--- src/rtl/uart_fifo_pkg.sv ---
package uart_fifo_pkg;
  localparam int REG_W = 8;
  localparam int ADDR_W = 3;

  localparam logic [ADDR_W-1:0] ADDR_DATA = 3'd0;
  localparam logic [ADDR_W-1:0] ADDR_FCTL = 3'd2;
  localparam logic [ADDR_W-1:0] ADDR_STAT = 3'd5;

  localparam logic [REG_W-1:0] FCTL_KEEP = 8'hC9;

  typedef struct packed {
    logic rxPush;
    logic rxPop;
    logic rxClr;
    logic txPush;
    logic txPop;
    logic txClr;
  } fifoStrobe_t;
endpackage

--- src/rtl/uart_fifo_buf.sv ---
module uart_fifo_buf #(
  parameter int DEPTH = 16,
  parameter int DW = 8,
  localparam int AW = $clog2(DEPTH),
  localparam int CW = $clog2(DEPTH + 1)
) (
  input  logic          clk,
  input  logic          rst_n,
  input  logic          push,
  input  logic          pop,
  input  logic          clr,
  input  logic [DW-1:0] wrData,
  output logic [DW-1:0] rdData,
  output logic [CW-1:0] count
);
  logic [DW-1:0] mem [DEPTH];
  logic [AW-1:0] headPtr, tailPtr;

  function automatic logic [AW-1:0] nextPtr(input logic [AW-1:0] p);
    return (p == AW'(DEPTH - 1)) ? '0 : p + AW'(1);
  endfunction

  always_ff @(posedge clk or negedge rst_n) begin
    if (!rst_n) begin
      headPtr <= '0;
      tailPtr <= '0;
      count   <= '0;
    end else if (clr) begin
      headPtr <= '0;
      tailPtr <= '0;
      count   <= '0;
    end else begin
      if (push) headPtr <= nextPtr(headPtr);
      if (pop)  tailPtr <= nextPtr(tailPtr);
      count <= count + CW'(push) - CW'(pop);
    end
  end

  always_ff @(posedge clk) begin
    if (push && !clr) mem[headPtr] <= wrData;
  end

  assign rdData = (count == '0) ? '0 : mem[tailPtr];

  p_count_bound_r2: assert property (@(posedge clk) disable iff (!rst_n)
    count <= CW'(DEPTH));
  p_no_overflow_r2: assert property (@(posedge clk) disable iff (!rst_n)
    !(push && !pop && count == CW'(DEPTH)));
  p_no_underflow_r2: assert property (@(posedge clk) disable iff (!rst_n)
    !(pop && count == '0));
endmodule

--- src/rtl/uart_fifo_datapath.sv ---
module uart_fifo_datapath
  import uart_fifo_pkg::*;
#(
  parameter int DEPTH = 16,
  localparam int CW = $clog2(DEPTH + 1)
) (
  input  logic             clk,
  input  logic             rst_n,
  input  fifoStrobe_t      strobe,
  input  logic [REG_W-1:0] rxByte,
  input  logic [REG_W-1:0] txByte,
  output logic [REG_W-1:0] rxHead,
  output logic [REG_W-1:0] txHead,
  output logic [CW-1:0]    rxCnt,
  output logic [CW-1:0]    txCnt
);
  uart_fifo_buf #(.DEPTH(DEPTH), .DW(REG_W)) u_rxBuf (
    .clk(clk), .rst_n(rst_n),
    .push(strobe.rxPush), .pop(strobe.rxPop), .clr(strobe.rxClr),
    .wrData(rxByte), .rdData(rxHead), .count(rxCnt)
  );

  uart_fifo_buf #(.DEPTH(DEPTH), .DW(REG_W)) u_txBuf (
    .clk(clk), .rst_n(rst_n),
    .push(strobe.txPush), .pop(strobe.txPop), .clr(strobe.txClr),
    .wrData(txByte), .rdData(txHead), .count(txCnt)
  );
endmodule

--- src/rtl/uart_char_timer.sv ---
module uart_char_timer #(
  parameter int TIMEOUT_CHARS = 4,
  localparam int MAX_BITS = 12,
  localparam int TW = $clog2(MAX_BITS * TIMEOUT_CHARS + 1)
) (
  input  logic       clk,
  input  logic       rst_n,
  input  logic [3:0] frameFmt,
  input  logic       bitTick,
  input  logic       restart,
  input  logic       cancel,
  input  logic       clearPend,
  input  logic       rxNonEmpty,
  output logic       pending
);
  logic [3:0]    charBits;
  logic [TW-1:0] loadVal, remain;
  logic          expire;

  // start + 5 base data bits + length code + parity + first stop + extra stop
  assign charBits = 4'd7 + {2'b00, frameFmt[1:0]} + {3'b000, frameFmt[3]}
                  + {3'b000, frameFmt[2]};
  assign loadVal  = TW'(charBits) * TW'(TIMEOUT_CHARS);
  assign expire   = bitTick && (remain == TW'(1)) && !restart;

  always_ff @(posedge clk or negedge rst_n) begin
    if (!rst_n) begin
      remain  <= '0;
      pending <= 1'b0;
    end else if (cancel) begin
      remain  <= '0;
      pending <= 1'b0;
    end else begin
      if (restart)                        remain <= loadVal;
      else if (bitTick && remain != '0)   remain <= remain - TW'(1);
      if (clearPend)                      pending <= 1'b0;
      else if (expire && rxNonEmpty)      pending <= 1'b1;
    end
  end

  p_pend_needs_data_r6: assert property (@(posedge clk) disable iff (!rst_n)
    $rose(pending) |-> $past(rxNonEmpty));
  p_read_clears_pend_r7: assert property (@(posedge clk) disable iff (!rst_n)
    clearPend |=> !pending);
  p_flush_clears_pend_r4: assert property (@(posedge clk) disable iff (!rst_n)
    cancel |=> (!pending && remain == '0));
endmodule

--- src/rtl/uart_fifo_control.sv ---
module uart_fifo_control
  import uart_fifo_pkg::*;
#(
  parameter int DEPTH = 16,
  localparam int CW = $clog2(DEPTH + 1)
) (
  input  logic              clk,
  input  logic              rst_n,
  input  logic              regWrEn,
  input  logic              regRdEn,
  input  logic [ADDR_W-1:0] regAddr,
  input  logic [REG_W-1:0]  regWrData,
  output logic [REG_W-1:0]  regRdData,
  input  logic              rxValid,
  input  logic              rxBreak,
  input  logic [REG_W-1:0]  rxDataIn,
  input  logic              txPopReq,
  input  logic              txShiftDone,
  input  logic [CW-1:0]     rxCnt,
  input  logic [CW-1:0]     txCnt,
  input  logic [REG_W-1:0]  rxHead,
  output fifoStrobe_t       strobe,
  output logic [REG_W-1:0]  rxByte,
  output logic [CW-1:0]     trigLevel,
  output logic              fifoEn,
  output logic              tmrRestart,
  output logic              tmrCancel,
  output logic              tmrClearPend
);
  localparam logic [CW-1:0] TRIG_0 = CW'(1);
  localparam logic [CW-1:0] TRIG_1 = CW'(DEPTH / 4);
  localparam logic [CW-1:0] TRIG_2 = CW'(DEPTH / 2);
  localparam logic [CW-1:0] TRIG_3 = CW'(DEPTH - 2);

  logic [REG_W-1:0] fctlReg, statusByte;
  logic brkFlag, ovrFlag, temtFlag;
  logic dataWr, dataRd, fctlWr, statRd;
  logic fctlChange, enFlip, rxIn, rxPopOk, txPopOk, rxRoom, txRoom, overrun;
  logic [CW-1:0] capacity;

  assign dataWr = regWrEn && regAddr == ADDR_DATA;
  assign dataRd = regRdEn && regAddr == ADDR_DATA;
  assign fctlWr = regWrEn && regAddr == ADDR_FCTL;
  assign statRd = regRdEn && regAddr == ADDR_STAT;

  assign fifoEn   = fctlReg[0];
  assign capacity = fifoEn ? CW'(DEPTH) : CW'(1);

  assign fctlChange = fctlWr && (regWrData != fctlReg);
  assign enFlip     = regWrData[0] ^ fctlReg[0];

  assign rxIn    = rxValid || rxBreak;
  assign rxByte  = rxBreak ? '0 : rxDataIn;
  assign rxPopOk = dataRd && rxCnt != '0;
  assign txPopOk = txPopReq && txCnt != '0;
  assign rxRoom  = (rxCnt < capacity) || rxPopOk;
  assign txRoom  = (txCnt < capacity) || txPopOk;

  always_comb begin
    strobe.rxClr  = fctlChange && (regWrData[1] || enFlip);
    strobe.txClr  = fctlChange && (regWrData[2] || enFlip);
    strobe.rxPush = rxIn && rxRoom && !strobe.rxClr;
    strobe.rxPop  = rxPopOk && !strobe.rxClr;
    strobe.txPush = dataWr && txRoom && !strobe.txClr;
    strobe.txPop  = txPopOk && !strobe.txClr;
  end

  assign overrun = rxIn && !rxRoom && !strobe.rxClr;

  assign tmrRestart   = fifoEn && ((rxIn && !strobe.rxClr) ||
                                   (strobe.rxPop && rxCnt > CW'(1)));
  assign tmrCancel    = strobe.rxClr;
  assign tmrClearPend = dataRd;

  always_comb begin
    unique case (fctlReg[7:6])
      2'b00:   trigLevel = TRIG_0;
      2'b01:   trigLevel = TRIG_1;
      2'b10:   trigLevel = TRIG_2;
      default: trigLevel = TRIG_3;
    endcase
  end

  always_ff @(posedge clk or negedge rst_n) begin
    if (!rst_n) begin
      fctlReg  <= '0;
      brkFlag  <= 1'b0;
      ovrFlag  <= 1'b0;
      temtFlag <= 1'b1;
    end else begin
      if (fctlChange) fctlReg <= regWrData & FCTL_KEEP;

      if (rxBreak)
        brkFlag <= 1'b1;
      else if (statRd || (strobe.rxPop && rxCnt == CW'(1) && !strobe.rxPush))
        brkFlag <= 1'b0;

      if (overrun)     ovrFlag <= 1'b1;
      else if (statRd) ovrFlag <= 1'b0;

      if (dataWr)                           temtFlag <= 1'b0;
      else if (txShiftDone && txCnt == '0)  temtFlag <= 1'b1;
    end
  end

  assign statusByte = {1'b0, temtFlag, (txCnt == '0), brkFlag,
                       2'b00, ovrFlag, (rxCnt != '0)};

  always_comb begin
    unique case (regAddr)
      ADDR_DATA: regRdData = rxHead;
      ADDR_FCTL: regRdData = fctlReg;
      ADDR_STAT: regRdData = statusByte;
      default:   regRdData = '0;
    endcase
  end

  p_enflip_flush_r4: assert property (@(posedge clk) disable iff (!rst_n)
    (fctlWr && regWrData[0] != fctlReg[0]) |=> (rxCnt == '0 && txCnt == '0));
  p_same_fctl_r5: assert property (@(posedge clk) disable iff (!rst_n)
    (fctlWr && regWrData == fctlReg) |=> $stable(fctlReg));
  p_write_busy_r9: assert property (@(posedge clk) disable iff (!rst_n)
    dataWr |=> (txCnt != '0 && !temtFlag));
  p_overrun_full_r10: assert property (@(posedge clk) disable iff (!rst_n)
    $rose(ovrFlag) |-> ($past(rxCnt) == $past(capacity)));
endmodule

--- src/rtl/uart_fifo_ctrl.sv ---
module uart_fifo_ctrl
  import uart_fifo_pkg::*;
#(
  parameter int DEPTH = 16,
  parameter int TIMEOUT_CHARS = 4,
  localparam int CW = $clog2(DEPTH + 1)
) (
  input  logic              clk,
  input  logic              rst_n,
  input  logic              regWrEn,
  input  logic              regRdEn,
  input  logic [ADDR_W-1:0] regAddr,
  input  logic [REG_W-1:0]  regWrData,
  output logic [REG_W-1:0]  regRdData,
  input  logic [3:0]        frameFmt,
  input  logic              bitTick,
  input  logic              rxValid,
  input  logic              rxBreak,
  input  logic [REG_W-1:0]  rxData,
  input  logic              txPop,
  input  logic              txShiftDone,
  output logic [REG_W-1:0]  txData,
  output logic [CW-1:0]     rxCount,
  output logic [CW-1:0]     txCount,
  output logic [CW-1:0]     trigLevel,
  output logic              timeoutPending,
  output logic              fifoEnabled
);
  fifoStrobe_t      strobe;
  logic [REG_W-1:0] rxByte, rxHead;
  logic             tmrRestart, tmrCancel, tmrClearPend;

  uart_fifo_control #(.DEPTH(DEPTH)) u_ctrl (
    .clk(clk), .rst_n(rst_n),
    .regWrEn(regWrEn), .regRdEn(regRdEn), .regAddr(regAddr),
    .regWrData(regWrData), .regRdData(regRdData),
    .rxValid(rxValid), .rxBreak(rxBreak), .rxDataIn(rxData),
    .txPopReq(txPop), .txShiftDone(txShiftDone),
    .rxCnt(rxCount), .txCnt(txCount), .rxHead(rxHead),
    .strobe(strobe), .rxByte(rxByte), .trigLevel(trigLevel),
    .fifoEn(fifoEnabled), .tmrRestart(tmrRestart),
    .tmrCancel(tmrCancel), .tmrClearPend(tmrClearPend)
  );

  uart_fifo_datapath #(.DEPTH(DEPTH)) u_dp (
    .clk(clk), .rst_n(rst_n), .strobe(strobe),
    .rxByte(rxByte), .txByte(regWrData),
    .rxHead(rxHead), .txHead(txData),
    .rxCnt(rxCount), .txCnt(txCount)
  );

  uart_char_timer #(.TIMEOUT_CHARS(TIMEOUT_CHARS)) u_tmr (
    .clk(clk), .rst_n(rst_n), .frameFmt(frameFmt), .bitTick(bitTick),
    .restart(tmrRestart), .cancel(tmrCancel), .clearPend(tmrClearPend),
    .rxNonEmpty(rxCount != '0), .pending(timeoutPending)
  );
endmodule

--- config.mk ---
export PLATFORM = sky130hd
export DESIGN_NAME = uart_fifo_ctrl
export DESIGN_NICKNAME = d
export VERILOG_FILES = /design/src/rtl/uart_fifo_pkg.sv /design/src/rtl/uart_fifo_buf.sv /design/src/rtl/uart_fifo_datapath.sv /design/src/rtl/uart_char_timer.sv /design/src/rtl/uart_fifo_control.sv /design/src/rtl/uart_fifo_ctrl.sv
export SDC_FILE = /design/constraint.sdc
export NUM_CORES = 1
export LEC_CHECK = 0
export ABC_CLOCK_PERIOD_IN_PS = 3500
export CELL_PAD_IN_SITES_DETAIL_PLACEMENT = 1
export CELL_PAD_IN_SITES_GLOBAL_PLACEMENT = 1
export CORE_MARGIN = 5
export CORE_UTILIZATION = 39
export DETAILED_ROUTE_END_ITERATION = 7
export PLACE_DENSITY_LB_ADDON = 0.1
export SYNTH_ARGS = -nofsm -noshare
export SYNTH_HDL_FRONTEND = slang
export SYNTH_SLANG_ARGS = --single-unit
export TNS_END_PERCENT = 5
--- constraint.sdc ---
create_clock -name clk -period 3.5 [get_ports clk]
set_clock_uncertainty 0.05 [all_clocks]
set_input_delay 1.05 -clock clk [delete_from_list [all_inputs] [get_ports clk]]
set_output_delay 1.05 -clock clk [all_outputs]
set_load 0.02 [all_outputs]
==> results by group <==
Critical path
  • CP Launch Type: flop
  • Critical Path RT: around 2400 ps
  • R2r setup slk: 180 ps
  • Worst-path fanout max: 7
  • Worst path cell trace: buf_12 > buf_16 > mux4_2 > mux4_2 > and2_4 > a211o_1 > buf_6
  • Worst R2R Start: u_dp.u_txBuf.count[2]$_DFF_PN0_
  • Worst path most repeated cell: mux4_2
  • Critical-path top delay cell: mux4_2
  • R2R cell count: 14
  • Arr. time, crit path: 2800 ps
  • Kind of end point of the critical path: primary output
  • Crit Path Category: flop to primary output
  • Capturing point of the worst reg2reg path: u_dp.u_txBuf.count[4]$_DFF_PN0_
  • CP peak stage delay: 540 ps

Pwr
  • Peak supply drop: 0.4536 mV
  • PD cells: 724.9 nW/um^2
  • Cell leakage power: 5.782 nW

Routing
  • Antenna viol nets, final: 0
  • Initial DRC Count: 392
  • DRC: 0
  • Drt wl/cell: 22.99 um
  • DR vias/cell: around 5.2
  • Total length of routed wires: 31280 um
  • First drt pass iteration count: 4
  • Vias: 7091

Floorplanning
  • Area of the core: 32540 um^2
  • Die Span Y: approximately 190 um
  • Die area: 36720 um^2
  • Initial cell density of the core: between 30 and 40%
  • Boundary pin count: 65
  • Overall die width: 191.6 um
  • # rows: 66

GRT
  • Tot GR Track Use: 17.27%
  • M3 GR Usage: 2.090%
  • Largest net degree at the start of global routing: 37
  • Met1 usage: ~22%
  • First-pass GRT wire length: 48190 um
  • Met2 usage: between 30% and 40%
  • Initial antenna violation count: 0
  • Busiest grt layer: met2
  • Remaining Overflow, GRT: 0
  • Vias in the first global route: 7901

Synth
  • Gate Count Post-Synth: 718
  • Top FF cell, synth: edfxtp_1
  • Ys Warns: 0
  • Sequential share of the synthesized area: 67.55%
  • Leading area contributor after synthesis: edfxtp_1
  • Distinct cells, synth: 66
  • Async SR Flop Fraction: 13.51%
  • Synthesized area: 12860 um^2
  • Area fraction of the dominant cell type after synthesis: 59.76%
  • Top cells by instance count after synthesis: edfxtp_1, mux4_2, dfrtp_1, ha_1, inv_1
  • Mapped Avg Cell Area: about 18 um^2
  • Post-Syn Nets: 789
  • Synth area leaders: edfxtp_1, mux4_2, dfrtp_1
  • Count leader, synth: edfxtp_1
  • FF+latch count, synth: 296
  • Number of synthesized flops with an enable pin: roughly 260

Final layout
  • Share of layout cells above drive strength 1: 30.90%
  • Multi-input logic area: between 3000 and 4000 um^2
  • Sequential cell area: between 8000 and 9000 um^2
  • Filler cells: a little over 3000
  • Layout Cells excl Fill: 1361
  • Area growth syn-to-layout: 25.85%
  • # diodes: 0
  • Final #Nets: 967

STA
  • Final setup TNS: -4193 ps
  • Tcrit/Tclk final: 111.5%
  • Final setup viols: 16
  • Min Tclk post-route: 3904 ps
  • Slew margin rel.: 22.84%
  • Unrepaired setup endpoints after global routing: yes
  • F_max: 0.2562 GHz
  • Max-slew violations: 0
  • Hold Slack: slightly below 500 ps
  • Worst Tran Pin Value: between 1000 and 1500 ps
  • Final hold violations: 0
  • Final WS setup: -403.8 ps

Worst hold path
  • HP Class: flop to flop
  • Hold_sp: u_ctrl.temtFlag$_DFFE_PN1P_
  • Worst hold path depth: 2
  • Worst Hold End: u_ctrl.temtFlag$_DFFE_PN1P_

Placed design
  • Place WS: -569.4 ps
  • Final RePlAce weighted congestion: 0.7758
  • Detailed placement HPWL: 21910 um
  • Dpl cells: 1296
  • Port Buffers: 63

Clock network
  • Clk pin slew, worst setup/hold paths: 60 ps
  • Skew-Pair Late Insertion Delay: approximately 550 ps
  • Clock Tree Buf Depth: 3
  • CTS Hold Buffers Added: 0
  • Root Buffer: clkbuf_16
  • Sink Count: 296
  • CTS tree: yes
  • Num CTS Buffers: 31
  • Number of H-tree levels: 1

Job
  • Max Cap Viol: 0

Outcome
  • Failing checks: setup timing
  • Status: complete, but fails checks
==> worst max-delay path: cells and delay by family, from the launching register on <==
| kind | cells | cell delay (ps) |
|---|---|---|
| muxes | 2 | 1030 |
| DFF | 1 | 410 |
| buffers and inverters | 3 | 390 |
| and+or+nand+nor | 1 | 170 |
| AOI/OAI and AO/OA | 1 | 240 |
==> through the flow <==
step	util, %	total power, mW	area (um^2)
after global placement	46.30	8.335	15060
after global routing	49.76	12.37	16190
final	49.76	11.74	16190
after CTS	49.68	11.89	16160
after detailed placement	46.30	8.465	15060
after floorplan	-	6.839	12880
==> placed cells by master, fill, tap and decap left out, drive strengths merged, types with 2 or more instances in the layout <==
cell type	count
a21boi	2
a21oi	19
a22o	6
a311oi	4
a31oi	3
and2	15
and3	13
and4	4
and4b	4
and4bb	4
buf	134
bufinv	5
clkbuf	36
clkdlybuf4s50	46
clkinv	13
dfrtp	39
edfxtp	256
fa	3
ha	36
inv	33
mux2	5
mux4	80
nand2	21
nand2b	2
nand3	9
nor2	28
nor2b	22
nor3	6
nor4	2
nor4b	4
o211ai	2
o21a	2
o21ai	17
o22ai	2
o31ai	3
or3	5
xnor2	7
xor2	4
==> registers in the layout, indices dropped and copies added, names as in the netlist, 4 cells and up <==
signal,flops
u_ctrl.fctlReg,4
u_dp.u_rxBuf.count,5
u_dp.u_rxBuf.headPtr,4
u_dp.u_rxBuf.mem,128
u_dp.u_rxBuf.tailPtr,4
u_dp.u_txBuf.count,5
u_dp.u_txBuf.headPtr,4
u_dp.u_txBuf.mem,128
u_dp.u_txBuf.tailPtr,4
u_tmr.remain,6
==> what timing repair did <==
item | CTS | global route
resized for setup | 86 | 11
endpoints found under the hold margin | 0 | 0
endpoints found under the setup margin | 16 | 19
cloned | 1 | 0
buffers inserted | 9 | 0
pin swaps | 6 | 2
==> how the worst max path moves through the flow <==
stage                                        startpoint                              end  slack, ps  depth (start not counted)
finish              u_dp.u_rxBuf.tailPtr[0]$_DFFE_PN0P_                     regRdData[0]       -400                          7
floorplan                                    regAddr[0]  u_dp.u_txBuf.count[4]$_DFF_PN0_         10                         13
detailed placement                           regAddr[0]                     regRdData[0]       -570                          6
global route        u_dp.u_rxBuf.tailPtr[0]$_DFFE_PN0P_                     regRdData[6]       -490                          7
CTS                 u_dp.u_rxBuf.tailPtr[0]$_DFFE_PN0P_                     regRdData[0]       -450                          7
global placement                             regAddr[1]                     regRdData[0]       -520                          6
==> report_power, final <==
group	switching [mW]	internal [mW]	leakage, nW
logic	1.94	2.03	2.47
registers	0.285	4.18	2.81
clock network	1.32	1.98	0.498
==> routing by layer <==
metal,vias up,wire [um]
li1,3216,-
met1,3695,12890
met2,137,16490
met3,43,1188
met4,0,712
met5,-,0
==> cell families after synthesis <==
family,share of synthesized area (%)
flip-flops,67.55
XOR/XNOR,0.7489
AO/OA/AOI/OAI,3.677
AND/OR/NAND/NOR,6.789
adder cells (fa/ha/maj),3.968
multiplexers,14.81
buffers and inverters,2.422
other,0.02915
==> final cells by class <==
type | count | area share, %
Clock buffer | 36 | 4.908
Clock inverter | 20 | 1.422
Inverter | 32 | 0.7419
Multi-Input combinational cell | 354 | 23.95
Sequential cell | 296 | 53.69
Tap cell | 442 | 3.416
Timing Repair Buffer | 181 | 11.87
(Power assumes the default switching activity.)
